--- src/rtl/smas_pkg.sv ---
// Shared encodings for the sign-magnitude add/subtract unit.
// Assumes sign bit 1 means minus; magnitudes are plain unsigned vectors.
package smas_pkg;

    typedef enum logic {
        SGN_PLUS  = 1'b0,
        SGN_MINUS = 1'b1
    } sgn_e;

    typedef enum logic {
        OP_ADD = 1'b0,
        OP_SUB = 1'b1
    } op_e;

    // Result of the magnitude datapath before registering
    typedef struct packed {
        logic sign;
        logic carry;
        logic same_sign;
    } dp_flags_t;

endpackage

--- src/rtl/smas_operand_prep.sv ---
// Operand preparation: masks magnitudes to the active width byte by byte
// and folds the subtract select into the operand sign.
// Assumes MAG_W = BYTE_W*WORD_BYTES and IDX_BYTES <= WORD_BYTES.
module smas_operand_prep #(
    parameter int BYTE_W     = 6,
    parameter int WORD_BYTES = 5,
    parameter int IDX_BYTES  = 2,
    localparam int MAG_W     = BYTE_W * WORD_BYTES
) (
    input  logic             idx_mode,
    input  logic             op_sub,
    input  logic [MAG_W-1:0] acc_mag,
    input  logic             v_sign,
    input  logic [MAG_W-1:0] v_mag,
    output logic [MAG_W-1:0] a_mag,
    output logic [MAG_W-1:0] b_mag,
    output logic             b_sign
);
    import smas_pkg::*;

    logic [MAG_W-1:0] keep_mask;

    // One byte lane per generate iteration: low index bytes always kept
    for (genvar g = 0; g < WORD_BYTES; g++) begin : g_lane
        if (g < IDX_BYTES) begin : g_idx_lane
            assign keep_mask[g*BYTE_W +: BYTE_W] = {BYTE_W{1'b1}};
        end else begin : g_word_lane
            assign keep_mask[g*BYTE_W +: BYTE_W] = {BYTE_W{~idx_mode}};
        end
    end

    // Apply lane mask and invert operand sign for subtract
    always_comb begin
        a_mag  = acc_mag & keep_mask;
        b_mag  = v_mag & keep_mask;
        b_sign = (op_e'(op_sub) == OP_SUB) ? ~v_sign : v_sign;
    end

endmodule

--- src/rtl/smas_mag_datapath.sv ---
// Magnitude datapath: sum for matching signs, larger-minus-smaller for
// differing signs, sign selection with the zero-keeps-sign rule.
// Assumes masked inputs; carry is the bit just above the word magnitude.
module smas_mag_datapath #(
    parameter int BYTE_W     = 6,
    parameter int WORD_BYTES = 5,
    parameter int IDX_BYTES  = 2,
    localparam int MAG_W     = BYTE_W * WORD_BYTES,
    localparam int IDX_W     = BYTE_W * IDX_BYTES
) (
    input  logic                idx_mode,
    input  logic                a_sign,
    input  logic [MAG_W-1:0]    a_mag,
    input  logic                b_sign,
    input  logic [MAG_W-1:0]    b_mag,
    output logic [MAG_W-1:0]    r_mag,
    output smas_pkg::dp_flags_t r_flags
);
    import smas_pkg::*;

    logic [MAG_W:0]   sum_ext;
    logic [MAG_W-1:0] diff_ab;
    logic [MAG_W-1:0] diff_ba;
    logic             a_ge_b;
    logic             same;
    logic [MAG_W-1:0] raw_mag;
    logic [MAG_W-1:0] idx_keep;

    assign idx_keep = {{(MAG_W-IDX_W){1'b0}}, {IDX_W{1'b1}}};

    // Both candidate magnitudes and the ordering of the inputs
    always_comb begin
        sum_ext = {1'b0, a_mag} + {1'b0, b_mag};
        diff_ab = a_mag - b_mag;
        diff_ba = b_mag - a_mag;
        a_ge_b  = (a_mag >= b_mag);
        same    = (a_sign == b_sign);
    end

    // Select magnitude and sign; wrap to the active width
    always_comb begin
        if (same) begin
            raw_mag = sum_ext[MAG_W-1:0];
        end else if (a_ge_b) begin
            raw_mag = diff_ab;
        end else begin
            raw_mag = diff_ba;
        end
        r_mag = idx_mode ? (raw_mag & idx_keep) : raw_mag;

        r_flags.same_sign = same;
        r_flags.carry     = same & sum_ext[MAG_W] & ~idx_mode;
        if (r_mag == '0) begin
            r_flags.sign = a_sign;
        end else if (same || a_ge_b) begin
            r_flags.sign = a_sign;
        end else begin
            r_flags.sign = b_sign;
        end
    end

endmodule

--- src/rtl/smas_ovf_toggle.sv ---
// Sticky overflow toggle: set by an overflow event, cleared by a strobe.
// Assumes a set and clear in the same cycle resolve in favour of set.
module smas_ovf_toggle (
    input  logic clk,
    input  logic rst_n,
    input  logic set_ev,
    input  logic clr,
    output logic flag
);
    // Hold, set or clear the toggle each cycle
    always_ff @(posedge clk) begin
        if (!rst_n) begin
            flag <= 1'b0;
        end else if (set_ev) begin
            flag <= 1'b1;
        end else if (clr) begin
            flag <= 1'b0;
        end
    end

endmodule

--- src/rtl/smas_unit.sv ---
// Sign-magnitude add/subtract unit with registered result and sticky
// overflow toggle. Word mode uses BYTE_W*WORD_BYTES magnitude bits, index
// mode uses BYTE_W*IDX_BYTES bits and never touches the toggle.
// Assumes callers feed back res_* as the next accumulator if desired.
module smas_unit #(
    parameter int BYTE_W     = 6,
    parameter int WORD_BYTES = 5,
    parameter int IDX_BYTES  = 2,
    localparam int MAG_W     = BYTE_W * WORD_BYTES
) (
    input  logic             clk,
    input  logic             rst_n,
    input  logic             op_valid,
    input  logic             op_sub,
    input  logic             idx_mode,
    input  logic             acc_sign,
    input  logic [MAG_W-1:0] acc_mag,
    input  logic             v_sign,
    input  logic [MAG_W-1:0] v_mag,
    input  logic             ovf_clr,
    output logic             res_valid,
    output logic             res_sign,
    output logic [MAG_W-1:0] res_mag,
    output logic             ovf_flag
);
    import smas_pkg::*;

    logic [MAG_W-1:0] a_mag;
    logic [MAG_W-1:0] b_mag;
    logic             b_sign;
    logic [MAG_W-1:0] nxt_mag;
    dp_flags_t        nxt_flags;
    logic             ovf_event;

    smas_operand_prep #(
        .BYTE_W(BYTE_W), .WORD_BYTES(WORD_BYTES), .IDX_BYTES(IDX_BYTES)
    ) u_prep (
        .idx_mode (idx_mode),
        .op_sub   (op_sub),
        .acc_mag  (acc_mag),
        .v_sign   (v_sign),
        .v_mag    (v_mag),
        .a_mag    (a_mag),
        .b_mag    (b_mag),
        .b_sign   (b_sign)
    );

    smas_mag_datapath #(
        .BYTE_W(BYTE_W), .WORD_BYTES(WORD_BYTES), .IDX_BYTES(IDX_BYTES)
    ) u_dp (
        .idx_mode (idx_mode),
        .a_sign   (acc_sign),
        .a_mag    (a_mag),
        .b_sign   (b_sign),
        .b_mag    (b_mag),
        .r_mag    (nxt_mag),
        .r_flags  (nxt_flags)
    );

    assign ovf_event = op_valid & nxt_flags.carry;

    smas_ovf_toggle u_ovf (
        .clk    (clk),
        .rst_n  (rst_n),
        .set_ev (ovf_event),
        .clr    (ovf_clr),
        .flag   (ovf_flag)
    );

    // Result registers: load on an operation, otherwise hold
    always_ff @(posedge clk) begin
        if (!rst_n) begin
            res_valid <= 1'b0;
            res_sign  <= SGN_PLUS;
            res_mag   <= '0;
        end else begin
            res_valid <= op_valid;
            if (op_valid) begin
                res_sign <= nxt_flags.sign;
                res_mag  <= nxt_mag;
            end
        end
    end

endmodule

--- config.mk ---
export PLATFORM = sky130hd
export DESIGN_NAME = smas_unit
export DESIGN_NICKNAME = d
export VERILOG_FILES = /design/src/rtl/smas_pkg.sv /design/src/rtl/smas_operand_prep.sv /design/src/rtl/smas_mag_datapath.sv /design/src/rtl/smas_ovf_toggle.sv /design/src/rtl/smas_unit.sv
export SDC_FILE = /design/constraint.sdc
export NUM_CORES = 1
export LEC_CHECK = 0
export BUFFER_PORTS_ARGS = -buffer_cell sky130_fd_sc_hd__clkbuf_2
export CAP_MARGIN = 15
export CELL_PAD_IN_SITES_DETAIL_PLACEMENT = 1
export CELL_PAD_IN_SITES_GLOBAL_PLACEMENT = 1
export CORE_AREA = 2 2 131 133
export DETAILED_ROUTE_END_ITERATION = 8
export DIE_AREA = 0 0 133 135
export PLACE_DENSITY_LB_ADDON = 0.25
export SYNTH_ARGS = -nofsm -noshare
export SYNTH_HDL_FRONTEND = slang
export SYNTH_HIERARCHICAL = 1
export SYNTH_SLANG_ARGS = --single-unit
--- constraint.sdc ---
create_clock -name clk -period 5 [get_ports clk]
set_input_delay 0 -clock clk [delete_from_list [all_inputs] [get_ports clk]]
set_output_delay 0 -clock clk [all_outputs]
set_load 0.005 [all_outputs]
==> results summary <==
The data arrival time of the critical path came out at ~5000 ps. The via density per instance is slightly below 6. The category of the critical setup timing path is input port to register.

Internal power comes to roughly 0.86 mW. Of the cells placed in the final design, the portion with a size suffix greater than 1 is 0.168. In this design, the stage delay of the slowest critical-path cell is 540 ps. For the worst-skew pair, the clock arrives at the later sink with an insertion delay of 270 ps. For this block, the routed nets add up to around 26 mm of wire.

The post-route antenna net violation count came out at 0. Overall power consumption after layout is estimated at ~1.6 mW. Setup repair after global routing left no endpoint under its margin. TritonCTS created 5 clock buffers. A synthesized cell averages ~7.2 µm². The growth of design area from synthesis to finish came out at 9.34%.

The die covers 18,000 µm². The switching part of the total power is 0.473. The total standard cell area after synthesis is 7120 µm². The required time of the critical path came out at around 5200 ps. Across all layers, the routed design uses about 7,500 vias.

The final routed wire length divided by cell count came out at between 20 and 25 µm. The worst hold path passes through 3 cells. The max-slew headroom at the worst pin is 0.280. The total of endpoints with negative setup slack in the final report is 0. The kind of capture point of the worst setup path is a register. The flow ran to the end, and the final reports show no timing, DRC or antenna violations. The number of antenna violations at the first check in global routing is 0. After layout, the worst setup slack is approximately 300 ps.

Along the worst path, the maximum fanout reaches 44. Synthesis handed over a netlist of 987 instances. The startpoint class of the critical path is an input port. TritonCTS built the clock tree.

The global-route wire length before repair is 40.8 mm. The critical path goes through clkbuf_2 > buf_12 > nor2b_1 > inv_1 > ha_1 > nand4_1 > inv_1 > nand3_1 > or2_1 > o21ai_4 > buf_4 > nor2_1 > a221oi_2 > xnor2_1 > or4b_1 > nor4_1 > nand4b_1 > o31a_1 > o21ai_1 > mux2i_1 > nor2b_1. The combinational fraction of design power came out at 0.636. The first detailed-routing pass took 5 iterations. The slowest library cell on the worst path is sky130_fd_sc_hd__or4b_1. The initial cell density of the core is 0.434. The final cycle utilization of the critical path came out at 0.939. Hold timing on the final database bottoms out at a slack of between 50 and 60 ps. The actual transition at the worst max-transition pin came out at 1080 ps. The CTS sink count is 33. The pre-CTS worst setup slack came out at -1.26 ps. Across the run, the number of max-cap violations was 0.

The fmax came out at 213 MHz. The total count of max-transition violations in the final report is 0. The ratio of total power to cell area is 209 nW/µm². The height of the chip came out at about 140 µm.

The antenna diode count came out at 0. The clock input transition at the sequential cells of the worst setup and hold paths is roughly 50 ps. The Yosys warning count is 6. The switching power of the nets came out at about 0.77 mW. For this run, the post-layout net count is around 1,200. The maximum number of pins on one net before global-route repair is 45. The largest clock skew in the final design is 0 ps. The aggregate global routing overflow is 0. The share of total power dissipated in the clock network is 0.173. The DRC violations left is 0.

The sequential fraction of design power is 0.191. The tree is rooted in a sky130_fd_sc_hd__clkbuf_16. In this run the standard cell core region covers 16,400 µm². The deepest level of the CTS H-tree is 2.

The width of the chip came out at 133 µm. The longest clock path from root to sink contains 2 buffers. The weighted congestion at the end of routability-driven global placement came out at around 0.94. The iteration-0 DRC count of the detailed router came out at 493. Pin placement for this block handled 101 I/O pins.

The row count is 47. The via count of the first global-routing pass came to roughly 7,700. The worst register-to-register path has a depth of 2.

The number of failing hold endpoints at the final stage is 0. The number of port buffers is 100. The half-perimeter wire length after placement is approximately 21 mm.

The count of hold-fix buffers inserted at cts came out at 0. The worst path needs 4700 ps of the cycle, external delays included. The worst-case vdd ir drop is 141 µV. Summed over all cells, the static leakage comes to roughly 3.7 nW. In the global route stage, overall resource usage came out at 0.281. The synthesized netlist net count came out at around 1,200. The worst hold-check path type is input port to register.
[power by group through the flow]
stage	sequential (mW)	combinational (mW)	clock, mW
after global routing	0.312	1.11	0.296
after floorplan	0.313	0.692	0
after global placement	0.315	0.987	0
final	0.310	1.03	0.282
after detailed placement	0.315	1.00	0
after CTS	0.310	1.01	0.285
[critical path: cells and delay by family]
kind                       cells  cell delay [ps]
and+or+nand+nor                9             2290
buffers and inverters          5              720
xor gates and xnor gates       1              130
muxes                          1              100
adders and majority gates      1              510
AOI/OAI and AO/OA              4             1120
[flip-flops by register name (all words and copies together) (netlist names)]
name	cells
res_valid	1
res_sign	1
res_mag	30
u_ovf/flag	1
[per-layer routing]
layer | vias up | wire (µm) | GRT usage
met3 | 53 | 1040 | 0.0308
met2 | 225 | 12500 | 0.499
li1 | 3593 | - | -
met1 | 3673 | 11500 | 0.358
met4 | 0 | 694 | 0.0836
met5 | - | 0 | 0
[per-stage QoR]
| stage | std cells | area (µm²) | setup TNS (ps) | util |
|---|---|---|---|---|
| after floorplan | 987 | 7120 | 0 | - |
| after global placement | 1259 | 7640 | 0 | 0.465 |
| after detailed placement | 1259 | 7640 | -1.26 | 0.465 |
| after CTS | 1265 | 7770 | 0 | 0.473 |
| after global routing | 1267 | 7780 | 0 | 0.474 |
| final | 1267 | 7780 | 0 | 0.474 |
[worst paths after layout]
check	end	slack, ps	from
worst max-delay path	res_sign	300	idx_mode
worst min-delay path	u_ovf/flag	60	ovf_clr
worst max register to register	res_mag[13]	4260	res_mag[13]
worst min register to register	res_mag[11]	520	res_mag[11]
[what timing repair did]
action / 4_1_cts / 5_1_grt
gates resized for setup: 0 / 1
endpoints found under the setup margin: 0 / 1
setup buffers: 0 / 2
[cells in the final DEF, fill, tap and decap left out, types with 19 or more instances in the layout]
cell type / instances
sky130_fd_sc_hd__a21oi_1: 80
sky130_fd_sc_hd__a211oi_1: 19
sky130_fd_sc_hd__inv_1: 95
sky130_fd_sc_hd__mux2i_1: 39
sky130_fd_sc_hd__dfxtp_1: 33
sky130_fd_sc_hd__a21o_1: 20
sky130_fd_sc_hd__o211ai_1: 24
sky130_fd_sc_hd__clkbuf_2: 100
sky130_fd_sc_hd__o21ai_0: 38
sky130_fd_sc_hd__nand4_1: 19
sky130_fd_sc_hd__ha_1: 93
sky130_fd_sc_hd__nor2b_1: 75
sky130_fd_sc_hd__nand2_1: 45
sky130_fd_sc_hd__buf_4: 34
sky130_fd_sc_hd__nor2_1: 89
[area by class of cell]
class                           instances  area [µm²]
Sequential cell                        33         661
Clock inverter                          1        5.00
Clock buffer                            5         125
Multi-Input combinational cell        777        5580
Inverter                               96         360
Tap cell                              220         275
Fill cell                            2168        8630
Timing Repair Buffer                  135         776
Note: power is estimated with default switching activity, not from simulation.
